## src/rtl/ilv_pkg.sv

```systemverilog
package ilv_pkg;
   localparam int unsigned DEF_SAMPLE_W     = 16;
   localparam int unsigned DEF_WORD_SAMPLES = 4;

   function automatic bit is_pow2(input int unsigned v);
      return (v != 0) && ((v & (v - 1)) == 0);
   endfunction
endpackage

```

## src/rtl/ilv_lane_route.sv

```systemverilog
module ilv_lane_route #(
   parameter int unsigned SAMPLE_W = ilv_pkg::DEF_SAMPLE_W
) (
   input  logic                swap,
   input  logic [SAMPLE_W-1:0] in_a,
   input  logic [SAMPLE_W-1:0] in_b,
   output logic [SAMPLE_W-1:0] early,
   output logic [SAMPLE_W-1:0] late
);
   always_comb begin
      if (swap) begin
         early = in_b;
         late  = in_a;
      end else begin
         early = in_a;
         late  = in_b;
      end
   end
endmodule

```

## src/rtl/ilv_lane_packer.sv

```systemverilog
module ilv_lane_packer #(
   parameter int unsigned SAMPLE_W     = ilv_pkg::DEF_SAMPLE_W,
   parameter int unsigned WORD_SAMPLES = ilv_pkg::DEF_WORD_SAMPLES,
   localparam int unsigned SLOT_W      = $clog2(WORD_SAMPLES),
   localparam int unsigned LANE_W      = SAMPLE_W * WORD_SAMPLES
) (
   input  logic                clk,
   input  logic                rst,
   input  logic                load,
   input  logic [SLOT_W-1:0]   slot,
   input  logic [SAMPLE_W-1:0] sample,
   output logic [LANE_W-1:0]   packed_word
);
   // Slots 0..N-2 are held; the last slot comes straight from the input.
   for (genvar i = 0; i < WORD_SAMPLES - 1; i++) begin : g_slot
      logic [SAMPLE_W-1:0] held_q;
      always_ff @(posedge clk) begin
         if (rst)
            held_q <= '0;
         else if (load && (slot == SLOT_W'(i)))
            held_q <= sample;
      end
      assign packed_word[i*SAMPLE_W +: SAMPLE_W] = held_q;
   end
   assign packed_word[(WORD_SAMPLES-1)*SAMPLE_W +: SAMPLE_W] = sample;
endmodule

```

## src/rtl/ilv_interleave.sv

```systemverilog
module ilv_interleave #(
   parameter int unsigned SAMPLE_W     = ilv_pkg::DEF_SAMPLE_W,
   parameter int unsigned WORD_SAMPLES = ilv_pkg::DEF_WORD_SAMPLES,
   localparam int unsigned LANE_W      = SAMPLE_W * WORD_SAMPLES,
   localparam int unsigned OUT_W       = 2 * LANE_W
) (
   input  logic [LANE_W-1:0] early_word,
   input  logic [LANE_W-1:0] late_word,
   output logic [OUT_W-1:0]  merged
);
   for (genvar i = 0; i < WORD_SAMPLES; i++) begin : g_pair
      assign merged[(2*i)*SAMPLE_W   +: SAMPLE_W] = early_word[i*SAMPLE_W +: SAMPLE_W];
      assign merged[(2*i+1)*SAMPLE_W +: SAMPLE_W] = late_word[i*SAMPLE_W +: SAMPLE_W];
   end
endmodule

```

## src/rtl/ilv_combiner.sv

```systemverilog
module ilv_combiner #(
   parameter int unsigned SAMPLE_W     = ilv_pkg::DEF_SAMPLE_W,
   parameter int unsigned WORD_SAMPLES = ilv_pkg::DEF_WORD_SAMPLES,
   localparam int unsigned SLOT_W      = $clog2(WORD_SAMPLES),
   localparam int unsigned LANE_W      = SAMPLE_W * WORD_SAMPLES,
   localparam int unsigned OUT_W       = 2 * LANE_W
) (
   input  logic                clk,
   input  logic                rst,
   input  logic                swap_lanes,
   input  logic                in_valid,
   input  logic [SAMPLE_W-1:0] lane_a,
   input  logic [SAMPLE_W-1:0] lane_b,
   output logic                out_valid,
   output logic [OUT_W-1:0]    out_word
);
   if (WORD_SAMPLES < 2 || !ilv_pkg::is_pow2(WORD_SAMPLES)) begin : g_bad_depth
      $error("WORD_SAMPLES must be a power of two and at least 2");
   end
   if (SAMPLE_W < 1) begin : g_bad_width
      $error("SAMPLE_W must be at least 1");
   end

   localparam logic [SLOT_W-1:0] LAST_SLOT = SLOT_W'(WORD_SAMPLES - 1);

   logic [SLOT_W-1:0]   slot_q;
   logic [SAMPLE_W-1:0] early_s, late_s;
   logic [LANE_W-1:0]   early_word, late_word;
   logic [OUT_W-1:0]    merged;
   logic                word_done;

   assign word_done = in_valid && (slot_q == LAST_SLOT);

   // The slot counter wraps naturally because the depth is a power of two.
   always_ff @(posedge clk) begin
      if (rst || !in_valid)
         slot_q <= '0;
      else
         slot_q <= slot_q + 1'b1;
   end

   ilv_lane_route #(.SAMPLE_W(SAMPLE_W)) u_route (
      .swap  (swap_lanes),
      .in_a  (lane_a),
      .in_b  (lane_b),
      .early (early_s),
      .late  (late_s)
   );

   ilv_lane_packer #(.SAMPLE_W(SAMPLE_W), .WORD_SAMPLES(WORD_SAMPLES)) u_pack_early (
      .clk         (clk),
      .rst         (rst),
      .load        (in_valid),
      .slot        (slot_q),
      .sample      (early_s),
      .packed_word (early_word)
   );

   ilv_lane_packer #(.SAMPLE_W(SAMPLE_W), .WORD_SAMPLES(WORD_SAMPLES)) u_pack_late (
      .clk         (clk),
      .rst         (rst),
      .load        (in_valid),
      .slot        (slot_q),
      .sample      (late_s),
      .packed_word (late_word)
   );

   ilv_interleave #(.SAMPLE_W(SAMPLE_W), .WORD_SAMPLES(WORD_SAMPLES)) u_merge (
      .early_word (early_word),
      .late_word  (late_word),
      .merged     (merged)
   );

   always_ff @(posedge clk) begin
      if (rst) begin
         out_valid <= 1'b0;
         out_word  <= '0;
      end else begin
         out_valid <= word_done;
         if (word_done)
            out_word <= merged;
      end
   end
endmodule

```

## config.mk

```make
export PLATFORM = sky130hd
export DESIGN_NAME = ilv_combiner
export DESIGN_NICKNAME = d
export VERILOG_FILES = /design/src/rtl/ilv_pkg.sv /design/src/rtl/ilv_lane_route.sv /design/src/rtl/ilv_lane_packer.sv /design/src/rtl/ilv_interleave.sv /design/src/rtl/ilv_combiner.sv
export SDC_FILE = /design/constraint.sdc
export NUM_CORES = 1
export LEC_CHECK = 0
export ABC_AREA = 1
export BUFFER_PORTS_ARGS = -buffer_cell sky130_fd_sc_hd__buf_2
export CAP_MARGIN = 40
export CORE_UTILIZATION = 55
export CTS_CLUSTER_SIZE = 10
export DETAILED_ROUTE_END_ITERATION = 10
export PLACE_DENSITY = 0.8
export SLEW_MARGIN = 20
export SYNTH_ARGS = -nofsm -noshare
export SYNTH_HDL_FRONTEND = slang
export SYNTH_SLANG_ARGS = --single-unit
```

## constraint.sdc

```tcl
create_clock -name clk -period 1.63 [get_ports clk]
set_input_delay 0.2445 -clock clk [delete_from_list [all_inputs] [get_ports clk]]
set_output_delay 0.2445 -clock clk [all_outputs]
set_load 0.005 [all_outputs]
```

==> results.ini, run 1 <==
[worst_hold_path]
min_to = slot_q[0]$_SDFF_PP0_
worstHoldPathCells = 3
hold_class = input pin to flop
min-delay-start = in_valid

[floorplan]
die_area_um2 = 16810
die_h_um = 129.7
start_util_pct = 56.44
rows = 46
io_pins = 165
coreArea_um2 = 15890
die_w_um = 129.7

[route]
dr_wl_met2_mm = 10.34
wl_met3_mm = 1.718
drt_wl_total_mm = 22.78
antenna_left = 0
wl_met1_mm = 10.22
vias = 8067
wl_per_cell_um = 14.02
drtPass1Iterations = 5
drt_iter0_drc = 490
vias_per_cell = 4.967
top_layer_used = met4
drc = 0

[power]
power_density_nw_per_um2 = 1098
p_leak_uw = 0.005562
peakVddDrop_v = 0.0007789

[logic_synthesis]
yosysTopAreaCellShare_pct = 50.69
ys_ff_latch = 227
yosysSeqAreaShare_pct = 50.69
synth_area_per_cell_um2 = 7.087
synth_cells = 1265
yosysTopAreaCell = dfxtp_1
ys_top_cells_by_area = dfxtp_1 51%, nand2_1 15%, nor2_1 7.7%
synth_fp_nets = 1305
synthDistinctLibCells = 19
syn_area_um2 = 8965
yosysWarnings = 0

[global_routing]
grt_pass1_wl_mm = 35.45
grt_pass1_vias = 7101
grt_overflow = 0
antenna_found_initial = 1
grt_max_degree = 67
track_usage_pct = 27.00

[sta]
hold_violations = 0
fin_worst_skew_ns = 0.01466
relSlewSlack_pct = 72.54
rsz0062_at_grt = false
min_period_ns = 1.449
setup_slack_ns = 0.1807
min_period_over_period_pct = 88.92
setup_tns_ns = 0
fmax_mhz = 690.0
drv_slew = 0
finalSetupViolCount = 0
worst_pin_slew_ns = 0.4076

[clock_network]
numCtsBuffers = 26
cts_tree = done
cts_setup_buffers = 0
clk_pin_slew_worst_paths_ns = 0.06
insertion_delay_ns = 0.52
clock-sinks = 227
cts_hold_buf = 0
clockRootBuffer = clkbuf_16
cts_buffer_depth = 3
ctsHtreeMaxLevel = 1
cts_resized = 0

[critical_path]
crit_fanout = 56
crit_path_end_kind = flop
crit_required_ns = 2.05
r2r-start = slot_q[0]$_SDFF_PP0_
reg2reg_slack_ns = 0.18
critPathKind = flop to flop
arrival_ns = 1.87
rr_worst_depth = 7
r2r-end = out_word[126]$_SDFFE_PP0P_
critical_path.startpoint_type = flop

[cells_and_area]
drive_above_1_share_pct = 16.48
fin_nets = 1447
diodes = 0
syn_to_final_growth_pct = 18.28
final_cells = 1624
fin_util_pct = 66.75

[place]
portBuffers = 164
dp.cells = 1595
dp_hpwl_mm = 15.33
finalWeightedCongestion = 0.8688
place_worst_setup_slack_ns = 0.1758

[run_status]
status = finished clean

[flow_run]
cap_viol_max_count = 0

-- power by group --
part | total, uW | internal, uW | switching [uW]
clock | 4960 | 2940 | 2020
combinational | 884 | 280 | 604
sequential | 5790 | 5710 | 81.1
total | 11600 | 8930 | 2710
-- metrics by stage --
step                cell area [um^2]  hold WS (ns)  power (uW)
floorplan                       8965        0.3891        6457
global placement                9911        0.4502        6748
detailed placement              9911        0.4651        6769
CTS                            10600       0.04358       11690
global route                   10600       0.06803       12050
finish                         10600       0.05075       11640
-- cells in the mapped netlist --
cell type and count:
a21oi_1 124, buf_1 1, buf_2 36, buf_4 3, buf_6 13, buf_8 2
clkbuf_1 18, clkbuf_2 3, clkinv_1 1, dfxtp_1 227, ha_1 4, inv_1 167
inv_2 2, nand2_1 368, nand2_2 1, nand3_1 5, nor2_1 184, nor2_2 10
o21ai_0 96
-- critical path: stages, from the launching register on --
cell	delay [ns]
dfxtp_1	0.38
ha_1	0.23
nand2_4	0.14
inv_4	0.12
buf_12	0.24
nand3_1	0.11
nand2_1	0.08
inv_1	0.03
-- placed cells by master (no fill, tap or decap), types with 5 or more instances in the layout --
cell / n
nand2_1: 368
dfxtp_1: 227
nor2_1: 184
inv_1: 167
buf_2: 164
a21oi_1: 124
o21ai_0: 96
clkbuf_16: 27
buf_4: 17
nor2_2: 10
buf_12: 9
nand3_1: 5
-- cell type report --
class | instances | area (um^2)
repair buffers | 190 | 1129
inverters | 170 | 645.6
fillers | 1417 | 5281
well taps | 216 | 270.3
multi-input cells | 792 | 3322
flip-flops and latches | 227 | 4544
clock buffers | 29 | 693.2
-- worst max-delay path by stage --
stage,slack (ns),startpoint,endpoint,depth (start not counted)
2_1_floorplan,0.36,slot_q[0]$_SDFF_PP0_,u_pack_late.g_slot[2].held_q[0]$_SDFFE_PP0P_,7
3_3_place_gp,0.23,slot_q[0]$_SDFF_PP0_,out_word[125]$_SDFFE_PP0P_,7
3_5_place_dp,0.18,slot_q[0]$_SDFF_PP0_,out_word[126]$_SDFFE_PP0P_,7
4_1_cts,0.16,slot_q[0]$_SDFF_PP0_,out_word[127]$_SDFFE_PP0P_,7
5_1_grt,0.06,slot_q[0]$_SDFF_PP0_,out_word[127]$_SDFFE_PP0P_,7
6_report,0.18,slot_q[0]$_SDFF_PP0_,out_word[126]$_SDFFE_PP0P_,7
-- state kept, by name, summed over array words and instances (netlist names) --
register and cells:
out_valid 1, u_pack_late.g_slot.held_q 48, u_pack_early.g_slot.held_q 48, out_word 128, slot_q 2
-- kinds of logic (layout without fill, tap and decap cells) --
kind of cell	count (synthesis)	after routing	synth area share [%]
AND/OR/NAND/NOR	568	568	24.16
adder cells (fa/ha/maj)	4	4	0.5583
flip-flops	227	227	50.69
buffers and inverters	246	389	12.31
AO/OA/AOI/OAI	220	220	12.28
-- routing by layer --
metal	vias to the layer above	global-route usage [%]
li1	4092	-
met1	3620	37.15
met2	314	43.16
met3	41	4.583
met4	0	8.687
met5	-	0
(Power assumes the default switching activity.)
==> run 2: changes to the inputs <==
- BUFFER_PORTS_ARGS: -buffer_cell sky130_fd_sc_hd__buf_2 -> default
- CORE_UTILIZATION: 55 -> 63
- DONT_BUFFER_PORTS: default -> 1
==> run 2 against run 1 <==
Clock power decreased by 0.8%; combinational power decreased by 6.6%; register-to-register slack got worse by 0.04 ns; die area decreased by 13%; sequential share of layout area increased by 3.2 points; routed wire length decreased by 3.7%; design area decreased by 6.9%; power decreased by 0.84%; via count decreased by 7.7%; critical path type unchanged.
==> results.ini, run 2 (synthesized netlist as in run 1, its figures left out) <==
[worst_hold_path]
worstHoldPathCells = 2  ; -1
min-delay-start = in_valid
hold_class = input pin to flop
min_to = out_valid$_SDFF_PP0_

[cells_and_area]
drive_above_1_share_pct = 5.334  ; -11 points
finalInstanceArea_um2 = 9867  ; -6.9%
final_cells = 1436  ; -12%
top_register = out_word
diodes = 0  ; unchanged
final_cell_mix = 368 x nand2_1, 227 x dfxtp_1, 184 x nor2_1
top_regs = out_word (128), u_pack_early.g_slot.held_q (48), u_pack_late.g_slot.held_q (48)
fillers = 1123  ; -21%
syn_to_final_growth_pct = 10.06
largest_reg_flops = 128  ; unchanged
fin_nets = 1294  ; -11%
layout_commonest_cell = nand2_1

[critical_path]
crit_buf_inv = 2  ; -1
slowest_stage = dfxtp_1
crit_required_ns = 2.07  ; +0.02 ns
crit_fanout = 38  ; -32%
arrival_ns = 1.92  ; +0.05 ns
reg2reg_slack_ns = 0.14  ; -0.04 ns
slowest_delay_ns = 0.39  ; about the same
crit_top_cell = nor2_1
crit_family = buffers and inverters
rr_worst_depth = 6  ; -1
critPathKind = flop to flop
crit_path_end_kind = flop
r2r-end = out_word[80]$_SDFFE_PP0P_
r2r-start = slot_q[0]$_SDFF_PP0_
critical_path.startpoint_type = flop
path_cells = ha_1 -> nand2_4 -> inv_4 -> buf_12 -> nor2_1 -> nor2_1

[route]
drtPass1Iterations = 5  ; unchanged
drc = 0  ; unchanged
antenna_left = 0  ; unchanged
wl_per_cell_um = 15.28  ; +9.0%
vias = 7449  ; -7.7%
vias_per_cell = 5.187  ; +4.4%
drt_wl_total_mm = 21.94  ; -3.7%
drt_iter0_drc = 609  ; +24%

[floorplan]
die_w_um = 121.3  ; -6.5%
die_h_um = 121.3  ; -6.5%
die_area_um2 = 14710  ; -13%
coreArea_um2 = 13880  ; -13%
start_util_pct = 64.58  ; +8.1 points
rows = 43  ; -6.5%
io_pins = 165  ; unchanged

[power]
peakVddDrop_v = 0.0007851  ; +0.80%
p_comb_share_pct = 7.2  ; -0.4 points
power_density_nw_per_um2 = 1170  ; +6.6%
switching_share_pct = 23.07  ; -0.20 points
p_leak_uw = 0.004759  ; -14%
seqPwrFrac_pct = 50.2  ; +0.4 points
clockPowerShare_pct = 42.6  ; about the same
power.net_switching_uw = 2663  ; -1.7%
p_int_uw = 8879  ; -0.57%

[sta]
fin_worst_skew_ns = 0.007143  ; -0.007519 ns
finalSetupViolCount = 0  ; unchanged
rsz0062_at_grt = false
relSlewSlack_pct = 74.54  ; +2.0 points
min_period_over_period_pct = 91.17  ; +2.3 points
setup_tns_ns = 0  ; unchanged
min_period_ns = 1.486  ; +0.03668 ns
setup_slack_ns = 0.1440  ; -0.03668 ns
hold_violations = 0  ; unchanged
drv_slew = 0  ; unchanged
fmax_mhz = 672.9  ; -2.5%
worst_pin_slew_ns = 0.3810  ; -0.02655 ns

[global_routing]
grt_pass1_wl_mm = 34.62  ; -2.3%
antenna_found_initial = 0  ; -1
grt_util_met2_pct = 45.53  ; +2.4 points
use_met1_pct = 41.84  ; +4.7 points
grt_pass1_vias = 6808  ; -4.1%
grt_max_degree = 54  ; -19%
track_usage_pct = 30.15  ; +3.2 points
busiest_layer = met2
grt_overflow = 0  ; unchanged
use_met3_pct = 6.955  ; +2.4 points

[place]
portBuffers = 0  ; -100%
dp.cells = 1395  ; -13%
dp_hpwl_mm = 14.31  ; -6.7%
placed_cell_area_um2 = 9070  ; -8.5%
finalWeightedCongestion = 0.7983  ; -8.1%
place_worst_setup_slack_ns = 0.1748  ; -0.001006 ns

[clock_network]
cts_buffer_depth = 3  ; unchanged
clk_pin_slew_worst_paths_ns = 0.05  ; about the same
ctsHtreeMaxLevel = 1  ; unchanged
numCtsBuffers = 26  ; unchanged
cts_tree = done
clock-sinks = 227  ; unchanged
clockRootBuffer = clkbuf_16
cts_resized = 0  ; unchanged
cts_setup_buffers = 0  ; unchanged
insertion_delay_ns = 0.51  ; about the same

[run_status]
status = finished clean

[flow_run]
cap_viol_max_count = 0  ; unchanged

## run 2: power by group through the flow
stage / Sequential, uW / Clock (uW) / Combinational [uW]
after global routing: 5810 / 5220 / 925
after CTS: 5790 / 4970 / 816
after floorplan: 5880 / 0 / 573
after detailed placement: 5910 / 0 / 781
final: 5800 / 4920 / 826
after global placement: 5910 / 0 / 768
## run 2: cell type report
class / count / area, um^2 / share of cell area [%]
Clock buffer: 30 / 686.9 / 6.962
Inverter: 170 / 645.6 / 6.543
Multi-Input combinational cell: 792 / 3322 / 33.67
Sequential cell: 227 / 4544 / 46.06
Tap cell: 180 / 225.2 / 2.283
Timing Repair Buffer: 37 / 442.9 / 4.489
## run 2: repair_timing
item / 4_1_cts / 5_1_grt
setup endpoints to repair: 0 / 0
hold buffers: 11 / 0
hold endpoints to repair: 9 / 0
## run 2: worst max path at each step
stage / slack (ns) / from / cells after the start / endpoint
final: 0.14 / slot_q[0]$_SDFF_PP0_ / 6 / out_word[80]$_SDFFE_PP0P_
after global routing: 0.05 / slot_q[0]$_SDFF_PP0_ / 6 / out_word[80]$_SDFFE_PP0P_
after CTS: 0.14 / slot_q[0]$_SDFF_PP0_ / 6 / out_word[80]$_SDFFE_PP0P_
after detailed placement: 0.17 / slot_q[0]$_SDFF_PP0_ / 5 / out_word[99]$_SDFFE_PP0P_
after global placement: 0.26 / slot_q[0]$_SDFF_PP0_ / 5 / out_word[14]$_SDFFE_PP0P_
after floorplan: 0.36 / slot_q[0]$_SDFF_PP0_ / 7 / u_pack_late.g_slot[2].held_q[0]$_SDFFE_PP0P_
## run 2: per-layer routing
layer	up-vias	share of wire, %
li1	3786	-
met1	3346	44
met2	271	44
met3	46	8.4
met4	0	3.0
met5	-	0
## run 2: through the flow
| stage | power, uW | hold slack, ns | util [%] |
|---|---|---|---|
| 4_1_cts | 11580 | 0.02505 | 71.08 |
| 3_5_place_dp | 6691 | 0.4078 | 65.34 |
| 2_1_floorplan | 6457 | 0.3891 | - |
| 5_1_grt | 11960 | 0.03739 | 71.08 |
| 3_3_place_gp | 6674 | 0.4045 | 65.34 |
| 6_report | 11540 | 0.04845 | 71.08 |
## run 2: worst reg2reg max path, cell delays in order, from the launching register on
cell	delay [ns]
dfxtp_1	0.39
ha_1	0.24
nand2_4	0.12
inv_4	0.23
buf_12	0.24
nor2_1	0.08
nor2_1	0.12
==> run 3: changes to the inputs <==
- CORE_UTILIZATION: 63 -> 57
- PLACE_DENSITY: 0.8 -> 0.76
- clock period: 1.63 -> 1.34 ns (I/O delays scaled with it)
==> run 3 against run 2 <==
Power increased by 22%; cell count is 3.3% higher; sequential cell count unchanged; largest power group unchanged; highest routed layer unchanged; core utilization down 3.9 points; register-to-register slack worse by 0.09 ns; setup slack got worse by 0.092 ns; sequential share of layout area fell by 1.7 points; non-clock buffer count rose by 18; via count increased by 1.7%; combinational power increased by 30%.
==> results.ini, run 3 (synthesized netlist as in run 1, its figures left out) <==
[global_routing]
antenna_found_initial = 0  ; unchanged
track_usage_pct = 27.94  ; -2.2 points
grt_max_degree = 51  ; -5.6%
grt_pass1_wl_mm = 35.71  ; +3.1%
grt_pass1_vias = 6865  ; +0.84%
grt_overflow = 0  ; unchanged

[power]
power_density_nw_per_um2 = 1372  ; +17%
p_leak_uw = 0.004907  ; +3.1%
peakVddDrop_v = 0.001047  ; +33%

[sta]
drv_slew = 0  ; unchanged
finalSetupViolCount = 0  ; unchanged
fin_worst_skew_ns = 0.01608  ; +0.008938 ns
fmax_mhz = 776.2  ; +15%
relSlewSlack_pct = 73.62  ; -0.91 points
rsz0062_at_grt = true
min_period_over_period_pct = 96.14  ; +5.0 points
min_period_ns = 1.288  ; -0.1977 ns
worst_pin_slew_ns = 0.3957  ; +0.01465 ns
holdWs_ns = 0.03366  ; -0.01479 ns
hold_violations = 0  ; unchanged

[cells_and_area]
syn_to_final_growth_pct = 14.38
fillers = 1277  ; +14%
drive_above_1_share_pct = 7.704  ; +2.4 points
fin_util_pct = 67.20  ; -3.9 points
top_register = out_word
layout_commonest_cell = nand2_1
diodes = 0  ; unchanged
top_regs = out_word (128), u_pack_early.g_slot.held_q (48), u_pack_late.g_slot.held_q (48)
final_cell_mix = 365 x nand2_1, 225 x dfxtp_1, 184 x nor2_1
largest_reg_flops = 128  ; unchanged
fin_nets = 1312  ; +1.4%

[critical_path]
critical_path.startpoint_type = flop
critPathKind = flop to flop
worstSetupStartpoint = slot_q[0]$_SDFF_PP0_
crit_fanout = 15  ; -61%
crit_path_end_kind = flop
crit_required_ns = 1.71  ; -0.36 ns
arrival_ns = 1.66  ; -0.26 ns
r2r-start = slot_q[0]$_SDFF_PP0_

[clock_network]
clk_pin_slew_worst_paths_ns = 0.05  ; about the same
ctsHtreeMaxLevel = 1  ; unchanged
clock-sinks = 227  ; unchanged
numCtsBuffers = 26  ; unchanged
insertion_delay_ns = 0.51  ; about the same
cts_tree = done
clockRootBuffer = clkbuf_16
cts_buffer_depth = 3  ; unchanged

[route]
drc = 0  ; unchanged
drtPass1Iterations = 5  ; unchanged
drt_wl_total_mm = 23.60  ; +7.6%
vias_per_cell = 5.110  ; -1.5%
drt_iter0_drc = 546  ; -10%
antenna_left = 0  ; unchanged
vias = 7578  ; +1.7%
wl_per_cell_um = 15.92  ; +4.2%

[floorplan]
die_h_um = 127.4  ; +5.0%
coreArea_um2 = 15260  ; +9.9%
rows = 45  ; +4.7%
die_w_um = 127.4  ; +5.0%
io_pins = 165  ; unchanged
die_area_um2 = 16230  ; +10%
start_util_pct = 58.75  ; -5.8 points

[worst_hold_path]
min-delay-start = swap_lanes
hold_class = input pin to flop

[place]
finalWeightedCongestion = 0.7918  ; -0.81%
dp_hpwl_mm = 15.06  ; +5.3%
portBuffers = 0  ; unchanged

[run_status]
status = finished clean

[flow_run]
cap_viol_max_count = 0  ; unchanged

run 3: worst max-delay path: stages, from the launching register on:
cell,delay [ns]
dfxtp_4,0.36
inv_1,0.08
ha_1,0.20
nand2_4,0.10
inv_1,0.08
buf_4,0.23
a21oi_1,0.10
run 3: layer usage:
layer | track usage [%] | up-vias | wire (um)
met4 | 7.843 | 0 | 492
met2 | 44.17 | 282 | 10890
met5 | 0 | - | 0
li1 | - | 3832 | -
met1 | 37.33 | 3431 | 10180
met3 | 7.789 | 33 | 2044
run 3: final timing paths:
kind	slack, ns	cells after the start	endpoint
setup reg to reg	0.05	6	u_pack_early.g_slot[2].held_q[7]$_SDFFE_PP0P_
setup / recovery	0.05	6	u_pack_early.g_slot[2].held_q[7]$_SDFFE_PP0P_
hold / removal	0.03	3	u_pack_late.g_slot[1].held_q[14]$_SDFFE_PP0P_
hold reg to reg	0.45	1	slot_q[0]$_SDFF_PP0_
run 3: layout make-up:
| class | count | area [um^2] | area share [%] |
|---|---|---|---|
| Sequential cell | 227 | 4552 | 44.39 |
| Multi-Input combinational cell | 792 | 3378 | 32.95 |
| Timing Repair Buffer | 55 | 728.2 | 7.102 |
| Clock buffer | 27 | 675.6 | 6.589 |
| Inverter | 170 | 650.6 | 6.345 |
| Tap cell | 211 | 264.0 | 2.575 |
| Clock inverter | 1 | 5.005 | 0.04881 |
run 3: report_power, final:
group / leakage [uW] / switching, uW / total (uW) / internal (uW)
sequential: 0.00184 / 109 / 7050 / 6950
clock: 0.000337 / 2430 / 5940 / 3510
combinational: 0.00273 / 714 / 1070 / 357
run 3: stage by stage:
stage	std cells	setup slack, ns	setup TNS, ns	instance area [um^2]	power (uW)
3_5_place_dp	1439	-0.04051	-0.5485	9231	8181
5_1_grt	1483	-0.002178	-0.002215	10250	14630
3_3_place_gp	1439	0.02599	0	9231	8156
2_1_floorplan	1265	0.07390	0	8965	7854
4_1_cts	1478	0.01971	0	10030	14130
6_report	1483	0.05172	0	10250	14070
run 3: repair_timing:
| action | in CTS | in global routing |
|---|---|---|
| hold buffers | 11 | 0 |
| pin swaps | 1 | 1 |
| gates cloned | 0 | 5 |
| hold endpoints to repair | 17 | 0 |
| setup endpoints to repair | 103 | 118 |
| setup buffers | 0 | 0 |
| resized for setup | 5 | 26 |
